### src/rtl/rxseq_pkg.sv
package rxseq_pkg;

    localparam int unsigned BIT_DATA_EN  = 0;
    localparam int unsigned BIT_PWR_DN   = 4;
    localparam int unsigned BIT_AUX_DN   = 5;
    localparam int unsigned BIT_SLEEP_LO = 6;
    localparam int unsigned BIT_SLEEP_HI = 7;
    localparam int unsigned BIT_CAL_EN   = 8;
    localparam int unsigned BIT_CDR_RST  = 9;
    localparam int unsigned BIT_PHY_RDY  = 10;
    localparam int unsigned BIT_OVERRIDE = 31;

    localparam logic [31:0] CTRL_RESET = 32'h0000_00F0;

    typedef enum logic [3:0] {
        ST_IDLE,
        ST_TX_WAIT,
        ST_OVERRIDE,
        ST_PWR_UP,
        ST_AUX_UP,
        ST_WAKE,
        ST_CAL_START,
        ST_CAL_POLL,
        ST_CAL_WAIT,
        ST_DATA_ON,
        ST_ATT_START,
        ST_CDR_HOLD,
        ST_READY,
        ST_LOCK_CHECK,
        ST_LOCK_WAIT
    } seq_state_e;

    typedef struct packed {
        seq_state_e  state;
        logic [31:0] ctrl;
        logic        done;
        logic        fail;
    } seq_reg_t;

endpackage

### src/rtl/rxseq_interval.sv
module rxseq_interval #(
    parameter int unsigned TICKS = 4
) (
    input  logic clk,
    input  logic rst_n,
    input  logic run_i,
    output logic expire_o
);
    localparam int unsigned CW = (TICKS > 1) ? $clog2(TICKS) : 1;

    logic [CW-1:0] cnt_d, cnt_q;

    always_comb begin
        expire_o = run_i && (cnt_q == CW'(TICKS - 1));
        if (!run_i || expire_o) begin
            cnt_d = '0;
        end else begin
            cnt_d = cnt_q + 1'b1;
        end
    end

    always_ff @(posedge clk or negedge rst_n) begin
        if (!rst_n) begin
            cnt_q <= '0;
        end else begin
            cnt_q <= cnt_d;
        end
    end
endmodule

### src/rtl/rxseq_budget.sv
module rxseq_budget #(
    parameter int unsigned LIMIT = 300,
    localparam int unsigned CW   = $clog2(LIMIT + 1)
) (
    input  logic          clk,
    input  logic          rst_n,
    input  logic          clr_i,
    input  logic          inc_i,
    output logic [CW-1:0] count_o
);
    logic [CW-1:0] cnt_d, cnt_q;

    always_comb begin
        cnt_d = cnt_q;
        if (clr_i) begin
            cnt_d = '0;
        end else if (inc_i && (cnt_q != CW'(LIMIT))) begin
            cnt_d = cnt_q + 1'b1;
        end
    end

    always_ff @(posedge clk or negedge rst_n) begin
        if (!rst_n) begin
            cnt_q <= '0;
        end else begin
            cnt_q <= cnt_d;
        end
    end

    assign count_o = cnt_q;
endmodule

### src/rtl/rx_lane_sequencer.sv
module rx_lane_sequencer
    import rxseq_pkg::*;
#(
    parameter int unsigned CYC_PER_MS   = 50000,
    parameter int unsigned CAL_POLL_MAX = 1000,
    parameter int unsigned LOCK_MAX     = 300,
    parameter int unsigned CDR_HOLD     = 4,
    localparam int unsigned ATT_W       = $clog2(LOCK_MAX + 1),
    localparam int unsigned POLL_W      = $clog2(CAL_POLL_MAX + 1)
) (
    input  logic             clk,
    input  logic             rst_n,
    input  logic             start_i,
    input  logic             tx_ack_i,
    input  logic             tx_err_i,
    input  logic             cal_done_i,
    input  logic             lock_i,
    output logic             tx_en_o,
    output logic [31:0]      ctrl_o,
    output logic             done_o,
    output logic             fail_o,
    output logic [ATT_W-1:0] attempts_o
);
    // Calibration polls are one cycle of sampling plus (CYC_PER_MS-1) of waiting.
    localparam int unsigned CAL_GAP  = (CYC_PER_MS > 1) ? CYC_PER_MS - 1 : 1;
    localparam int unsigned HOLD_LEN = (CDR_HOLD > 0) ? CDR_HOLD : 1;

    seq_reg_t r_q, r_d;

    logic              cal_tick, lock_tick, hold_tick;
    logic              poll_clr, poll_inc, att_clr, att_inc;
    logic [POLL_W-1:0] poll_cnt;
    logic [ATT_W-1:0]  att_cnt;

    rxseq_interval #(.TICKS(CAL_GAP)) u_cal_gap (
        .clk     (clk),
        .rst_n   (rst_n),
        .run_i   (r_q.state == ST_CAL_WAIT),
        .expire_o(cal_tick)
    );

    rxseq_interval #(.TICKS(CYC_PER_MS)) u_lock_gap (
        .clk     (clk),
        .rst_n   (rst_n),
        .run_i   (r_q.state == ST_LOCK_WAIT),
        .expire_o(lock_tick)
    );

    rxseq_interval #(.TICKS(HOLD_LEN)) u_cdr_hold (
        .clk     (clk),
        .rst_n   (rst_n),
        .run_i   (r_q.state == ST_CDR_HOLD),
        .expire_o(hold_tick)
    );

    rxseq_budget #(.LIMIT(CAL_POLL_MAX)) u_poll_budget (
        .clk    (clk),
        .rst_n  (rst_n),
        .clr_i  (poll_clr),
        .inc_i  (poll_inc),
        .count_o(poll_cnt)
    );

    rxseq_budget #(.LIMIT(LOCK_MAX)) u_att_budget (
        .clk    (clk),
        .rst_n  (rst_n),
        .clr_i  (att_clr),
        .inc_i  (att_inc),
        .count_o(att_cnt)
    );

    always_comb begin
        r_d      = r_q;
        poll_clr = 1'b0;
        poll_inc = 1'b0;
        att_clr  = 1'b0;
        att_inc  = 1'b0;

        unique case (r_q.state)
            ST_IDLE: begin
                if (start_i) begin
                    r_d.ctrl  = CTRL_RESET;
                    r_d.done  = 1'b0;
                    r_d.fail  = 1'b0;
                    poll_clr  = 1'b1;
                    att_clr   = 1'b1;
                    r_d.state = ST_TX_WAIT;
                end
            end
            ST_TX_WAIT: begin
                if (tx_err_i) begin
                    r_d.fail  = 1'b1;
                    r_d.state = ST_IDLE;
                end else if (tx_ack_i) begin
                    r_d.state = ST_OVERRIDE;
                end
            end
            ST_OVERRIDE: begin
                r_d.ctrl[BIT_OVERRIDE] = 1'b1;
                r_d.state              = ST_PWR_UP;
            end
            ST_PWR_UP: begin
                r_d.ctrl[BIT_PWR_DN] = 1'b0;
                r_d.state            = ST_AUX_UP;
            end
            ST_AUX_UP: begin
                r_d.ctrl[BIT_AUX_DN] = 1'b0;
                r_d.state            = ST_WAKE;
            end
            ST_WAKE: begin
                r_d.ctrl[BIT_SLEEP_HI:BIT_SLEEP_LO] = 2'b00;
                r_d.state                           = ST_CAL_START;
            end
            ST_CAL_START: begin
                r_d.ctrl[BIT_CAL_EN] = 1'b1;
                r_d.state            = ST_CAL_POLL;
            end
            ST_CAL_POLL: begin
                if (cal_done_i) begin
                    r_d.ctrl[BIT_CAL_EN] = 1'b0;
                    r_d.state            = ST_DATA_ON;
                end else begin
                    poll_inc  = 1'b1;
                    r_d.state = ST_CAL_WAIT;
                end
            end
            ST_CAL_WAIT: begin
                if (poll_cnt == POLL_W'(CAL_POLL_MAX)) begin
                    r_d.fail  = 1'b1;
                    r_d.state = ST_IDLE;
                end else if (cal_tick) begin
                    r_d.state = ST_CAL_POLL;
                end
            end
            ST_DATA_ON: begin
                r_d.ctrl[BIT_DATA_EN] = 1'b1;
                r_d.state             = ST_ATT_START;
            end
            ST_ATT_START: begin
                r_d.ctrl[BIT_CDR_RST] = 1'b1;
                att_inc               = 1'b1;
                r_d.state             = ST_CDR_HOLD;
            end
            ST_CDR_HOLD: begin
                if (hold_tick) begin
                    r_d.ctrl[BIT_CDR_RST] = 1'b0;
                    r_d.state             = ST_READY;
                end
            end
            ST_READY: begin
                r_d.ctrl[BIT_PHY_RDY] = 1'b1;
                r_d.state             = ST_LOCK_CHECK;
            end
            ST_LOCK_CHECK: begin
                if (lock_i) begin
                    r_d.done  = 1'b1;
                    r_d.state = ST_IDLE;
                end else if (att_cnt == ATT_W'(LOCK_MAX)) begin
                    r_d.fail  = 1'b1;
                    r_d.state = ST_IDLE;
                end else begin
                    r_d.state = ST_LOCK_WAIT;
                end
            end
            ST_LOCK_WAIT: begin
                if (lock_tick) begin
                    r_d.state = ST_ATT_START;
                end
            end
            default: r_d.state = ST_IDLE;
        endcase
    end

    always_ff @(posedge clk or negedge rst_n) begin
        if (!rst_n) begin
            r_q.state <= ST_IDLE;
            r_q.ctrl  <= CTRL_RESET;
            r_q.done  <= 1'b0;
            r_q.fail  <= 1'b0;
        end else begin
            r_q <= r_d;
        end
    end

    assign tx_en_o    = (r_q.state == ST_TX_WAIT);
    assign ctrl_o     = r_q.ctrl;
    assign done_o     = r_q.done;
    assign fail_o     = r_q.fail;
    assign attempts_o = att_cnt;
endmodule

### config.mk
export PLATFORM = sky130hd
export DESIGN_NAME = rx_lane_sequencer
export DESIGN_NICKNAME = d
export VERILOG_FILES = /design/src/rtl/rxseq_pkg.sv /design/src/rtl/rxseq_interval.sv /design/src/rtl/rxseq_budget.sv /design/src/rtl/rx_lane_sequencer.sv
export SDC_FILE = /design/constraint.sdc
export NUM_CORES = 1
export LEC_CHECK = 0
export ABC_AREA = 1
export BUFFER_PORTS_ARGS = -buffer_cell sky130_fd_sc_hd__buf_4
export CAP_MARGIN = 0
export CORE_MARGIN = 2
export CORE_UTILIZATION = 64
export DETAILED_ROUTE_END_ITERATION = 8
export PLACE_DENSITY = 0.86
export SETUP_SLACK_MARGIN = 0.3
export SLEW_MARGIN = 10
export SYNTH_ARGS = -nofsm -noshare
export SYNTH_HDL_FRONTEND = slang
export SYNTH_HIERARCHICAL = 1
export SYNTH_SLANG_ARGS = --single-unit
### constraint.sdc
create_clock -name clk -period 2.75 [get_ports clk]
set_input_delay 0.275 -clock clk [delete_from_list [all_inputs] [get_ports clk]]
set_output_delay 0.275 -clock clk [all_outputs]
set_load 0.03 [all_outputs]
Word-level counts from Yosys, hierarchy flattened. Cells that the tools add are included.

Register bits: 68. Logic and storage cells: 128.

$add $sub $neg: 5. Equal/unequal tests: 32. Muxes and demuxes: 40. Reduce and logical (&&, ||, !) cells: 35.

Operators by type and width (count): one-hot mux 4 bit (15 select lines) (1); two-way mux 38 bit (1); adder 16 x 1 -> 16 bit (second input constant) (2); equality test 16 bit (second input constant) (2); two-way mux 16 bit (2); two-way mux 4 bit (8); equality test 4 bit (second input constant) (7); two-way mux 10 bit (2); two-way mux 9 bit (2); != test 2 bit (second input constant) (9); nonzero test 2 bit (9); equality test 4 x 3 -> 1 bit (second input constant) (4); two-way mux 1 bit (13); one-hot mux 1 bit (2 select lines) (6); AND reduction 2 bit (6); adder 10 x 1 -> 10 bit (second input constant) (1); equality test 10 bit (second input constant) (1); != test 10 bit (second input constant) (1); adder 9 x 1 -> 9 bit (second input constant) (1); equality test 9 bit (second input constant) (1); != test 9 bit (second input constant) (1); AND reduction 3 bit (3); equality test 4 x 2 -> 1 bit (second input constant) (2); != test 3 bit (second input constant) (2); other kinds (15) (25).

Depth between registers and ports, before layout.
Word-level depth: 5. Gate-level depth with buffers: 13.

Modules after synthesis. The synthesis kept the hierarchy.

Modules (own cells, without submodules): rx_lane_sequencer (times used 1, cells an instance 185, area each 1197.4 sq um, seq. area each 354.1 sq um); rxseq_interval (u_cal_gap) (times used 1, cells an instance 118, area each 924.6 sq um, seq. area each 400.4 sq um); rxseq_interval (u_lock_gap) (times used 1, cells an instance 118, area each 890.9 sq um, seq. area each 400.4 sq um); rxseq_budget (u_poll_budget) (times used 1, cells an instance 93, area each 678.2 sq um, seq. area each 250.2 sq um); rxseq_budget (u_att_budget) (times used 1, cells an instance 93, area each 600.6 sq um, seq. area each 225.2 sq um); rxseq_interval (u_cdr_hold) (times used 1, cells an instance 10, area each 88.8 sq um, seq. area each 50.0 sq um).

Worst setup path before layout. No wires, ideal clock.

Path kind: reg-to-reg. Start point: reg r_q[36] (netlist bit). End point: reg u_poll_budget.cnt_q[7] (netlist: u_poll_budget/count_o[7]). Setup time: 0.119 ns. Data arrival time: 1.692 ns. Setup slack: 0.939 ns. Stages on the path, launching flop included: 11. Path buffers: 0. Cell sequence: dfrtp_1 -> nor2_2 -> inv_2 -> nor2_2 -> inv_2 -> nor2_4 -> clkinv_1 -> nand2_4 -> inv_6 -> nand2_1 -> o21ai_2.

RTL lines: start: declaration (line rx_lane_sequencer.sv:28) `seq_reg_t r_q, r_d;`; start signal: assignment (line rx_lane_sequencer.sv:181) `r_q <= r_d;`; zero test 4 bit (*); two-way mux 1 bit (*); net att_clr (line rx_lane_sequencer.sv:31) `logic poll_clr, poll_inc, att_clr, att_inc;`; two-way mux 10 bit or nonzero test 2 bit (tied branches); end signal: assignment (line rxseq_budget.sv:26) `cnt_q <= cnt_d;`; end: declaration (line rxseq_budget.sv:11) `logic [CW-1:0] cnt_d, cnt_q;`.

Mark *: on every way through the listed nets, which the timed path passes. The rest lies on a longest branch. A chain may end at the register's enable or synchronous reset.

Worst setup path after layout.
Start point: reg r_q[36] (netlist bit). End point: reg u_poll_budget.cnt_q[5] (netlist: u_poll_budget/count_o[5]).

The elaborated chain is that of the path after synthesis.

==> run metrics <==
mean post-synth cell area 7.10 um2; fin util 0.701; Worst-Skew Late Latency 0.35 ns; power density over cell area 747 nW/um2; Top Ports 51; commonest non-fill, non-tap cell in the layout nand2_1; Synth area leader dfrtp_1; post_cts resized 0; antenna violations before repair 0; min Tclk post-route 1.98 ns; first-pass GRT wire length 15,600 um; largest cells by area after synthesis dfrtp_1 (37%), nand2_1 (14%), nor2_1 (9.3%), inv_1 (5.7%), buf_4 (5.7%); sequential element share of the synthesized area 0.384; Crit Path Max Fanout 10; Worst Setup Start Kind flip-flop; DRC Markers 0; antenna cells 0; Post-Syn Instances 617; CTS H-tree lvls 3; HPWL after detailed placement between 6000 and 7000 um; CTS tree built; final hold slack 0.0298 ns; worst path cell trace nor2_2, inv_2, nor2_2, inv_2, nor2_4, clkinv_1, nand2_4, inv_6, nand2_1, o21ai_2; total grt overflow 0; nets 656; Root Driver clkbuf_8; Max Freq 505 MHz; Port Buffer Count 27; Lkg Pwr 2.20 nW; Slew @ Worst Pin ~0.82 ns; vias in the first global route about 3,500; post-synth cell types 34; worst r2r path cells 10; setup TNS 0 ns; setup slack after layout 0.769 ns; register clock-pin slew on the reported worst setup and hold paths 0.07 ns; Final Hold Viols 0; P&R area growth vs syn 7.54%; RSZ-0062 raised after global routing false; synthesis-stage register bit count 67; FILL cells 534; Hold Crit Class input port to async pin; die extent in y about 87 um; total number of vias 3,843; peak supply drop 0.525 mV; Antenna Nets Post-Route 0; cell family with most CP delay simple AND/OR/NAND/NOR gates; Setup crit end kind flip-flop; Placement Cell Area 4480 um2; Power Total ~3.5 mW; row cnt 30; fin area 4710 um2; WS Path Type flip-flop to flip-flop; most frequent cells in the layout nand2_1 (158), nor2_1 (108), inv_1 (67); TritonCTS sink count 67; post-place setup slack 0.860 ns; Worst Path Required approximately 3.0 ns; R2R Setup Slk 0.77 ns; Max transition margin 0.451; Max Clock Skew 0.00733 ns; Max clock buf depth 2; max-capacitance violation count 0; Post-Route WL 9100 um; period utilisation layout 0.720; core area 6720 um2; drt wl/cell 12.5 um; Pins Over Slew Limit 0; Worst Path Buf+Inv 4; Initial Util 0.652; Avg Vias per Cell 5.29; CTS Hold Bufs 0; Cell Area, Synth 4380 um2; Chip Width roughly 87 um; placed cells ~700; full die area ~7500 um2; final setup vio count 0; CP arrival around 2.2 ns; Critical-path top delay cell dfrtp_1; Setup Buffers After CTS 0; outcome complete, no violations; first-pass iteration count of the detailed router 5; Post-Layout Cell Count around 730; reg2reg end u_poll_budget/count_o[5]$_DFFE_PN0P_; gp weighted congestion 0.974; layout cells sized above 1 0.153; Crit path largest cell delay about 0.47 ns; total CTS buffers 9; initial DRC count 249; yosys warns 6; GRT Util Overall 0.257; share of the synthesized area in the top cell type 0.366; pin count of the biggest net entering global routing 68; Reg-to-Reg Start r_q[36]$_DFFE_PN0P_
flip-flops by register name (all words and copies together), names as in the netlist:
name and cells:
fail_o 1, u_lock_gap/cnt_q 16, r_q 4, done_o 1, u_att_budget/count_o 9, u_poll_budget/count_o 10
u_cal_gap/cnt_q 16, ctrl_o 8, u_cdr_hold/cnt_q 2
worst reg2reg max path: cells and delay by family (launching register included):
family          cells  cell delay, ns
simple gates        5            0.82
flops               1            0.47
buf+inv             4            0.53
compound gates      1            0.06
power breakdown:
part	leakage (nW)	total, mW	internal [mW]	switching (mW)
combinational	1.17	1.29	0.396	0.898
sequential	0.914	1.30	1.13	0.168
clock	0.119	0.926	0.555	0.371
total	2.20	3.52	2.08	1.44
cells in the mapped netlist (all sizes together):
cell type    n
inv         76
dfstp        3
conb         1
o21a         1
o21ai       23
nor3         5
o21bai       3
ha           8
clkinv       1
nand4       18
nor2       126
or2          1
buf         36
xor2        12
xnor2        5
a21oi        6
a21o         1
dfrtp       64
nand2      176
clkbuf       1
nand3       49
nand3b       1
worst max path at each step:
| stage | from | end | slack, ns | cells after the start |
|---|---|---|---|---|
| 6_report | r_q[36]$_DFFE_PN0P_ | u_poll_budget/count_o[5]$_DFFE_PN0P_ | 0.77 | 10 |
| 5_1_grt | r_q[34]$_DFFE_PN0P_ | u_poll_budget/count_o[8]$_DFFE_PN0P_ | 0.61 | 10 |
| 4_1_cts | r_q[36]$_DFFE_PN0P_ | u_poll_budget/count_o[5]$_DFFE_PN0P_ | 0.83 | 10 |
| 3_5_place_dp | r_q[36]$_DFFE_PN0P_ | u_poll_budget/count_o[5]$_DFFE_PN0P_ | 0.86 | 10 |
| 3_3_place_gp | r_q[36]$_DFFE_PN0P_ | u_poll_budget/count_o[7]$_DFFE_PN0P_ | 0.93 | 10 |
| 2_1_floorplan | r_q[36]$_DFFE_PN0P_ | u_poll_budget/count_o[7]$_DFFE_PN0P_ | 0.94 | 10 |
per-layer routing:
layer | track usage | vias up | wire length [um]
li1 | - | 1914 | -
met1 | 0.333 | 1771 | 3990
met2 | 0.433 | 137 | 4450
met3 | 0.0324 | 21 | 470
met4 | 0.111 | 0 | 186
met5 | 0 | - | 0
kinds of logic (layout without fill, tap and decap cells):
| family | after synthesis | count (layout) | share of synthesized area |
|---|---|---|---|
| simple gates | 376 | 376 | 0.381 |
| buf+inv | 114 | 121 | 0.133 |
| flops | 67 | 67 | 0.384 |
| compound gates | 34 | 34 | 0.0443 |
| xor+xnor | 17 | 17 | 0.0340 |
| fa+ha+maj | 8 | 8 | 0.0229 |
| other cells | 1 | 23 | 0.000856 |
cell type report:
type | count | area (um2) | share of cell area
repair buffers | 28 | 210 | 0.0446
clock buffers | 11 | 151 | 0.0321
clock inverters | 5 | 75.1 | 0.0159
well taps | 80 | 100 | 0.0212
flip-flops and latches | 67 | 1680 | 0.357
inverters | 77 | 294 | 0.0624
multi-input cells | 458 | 2200 | 0.467
No activity file was read; power rests on OpenSTA's default activity.
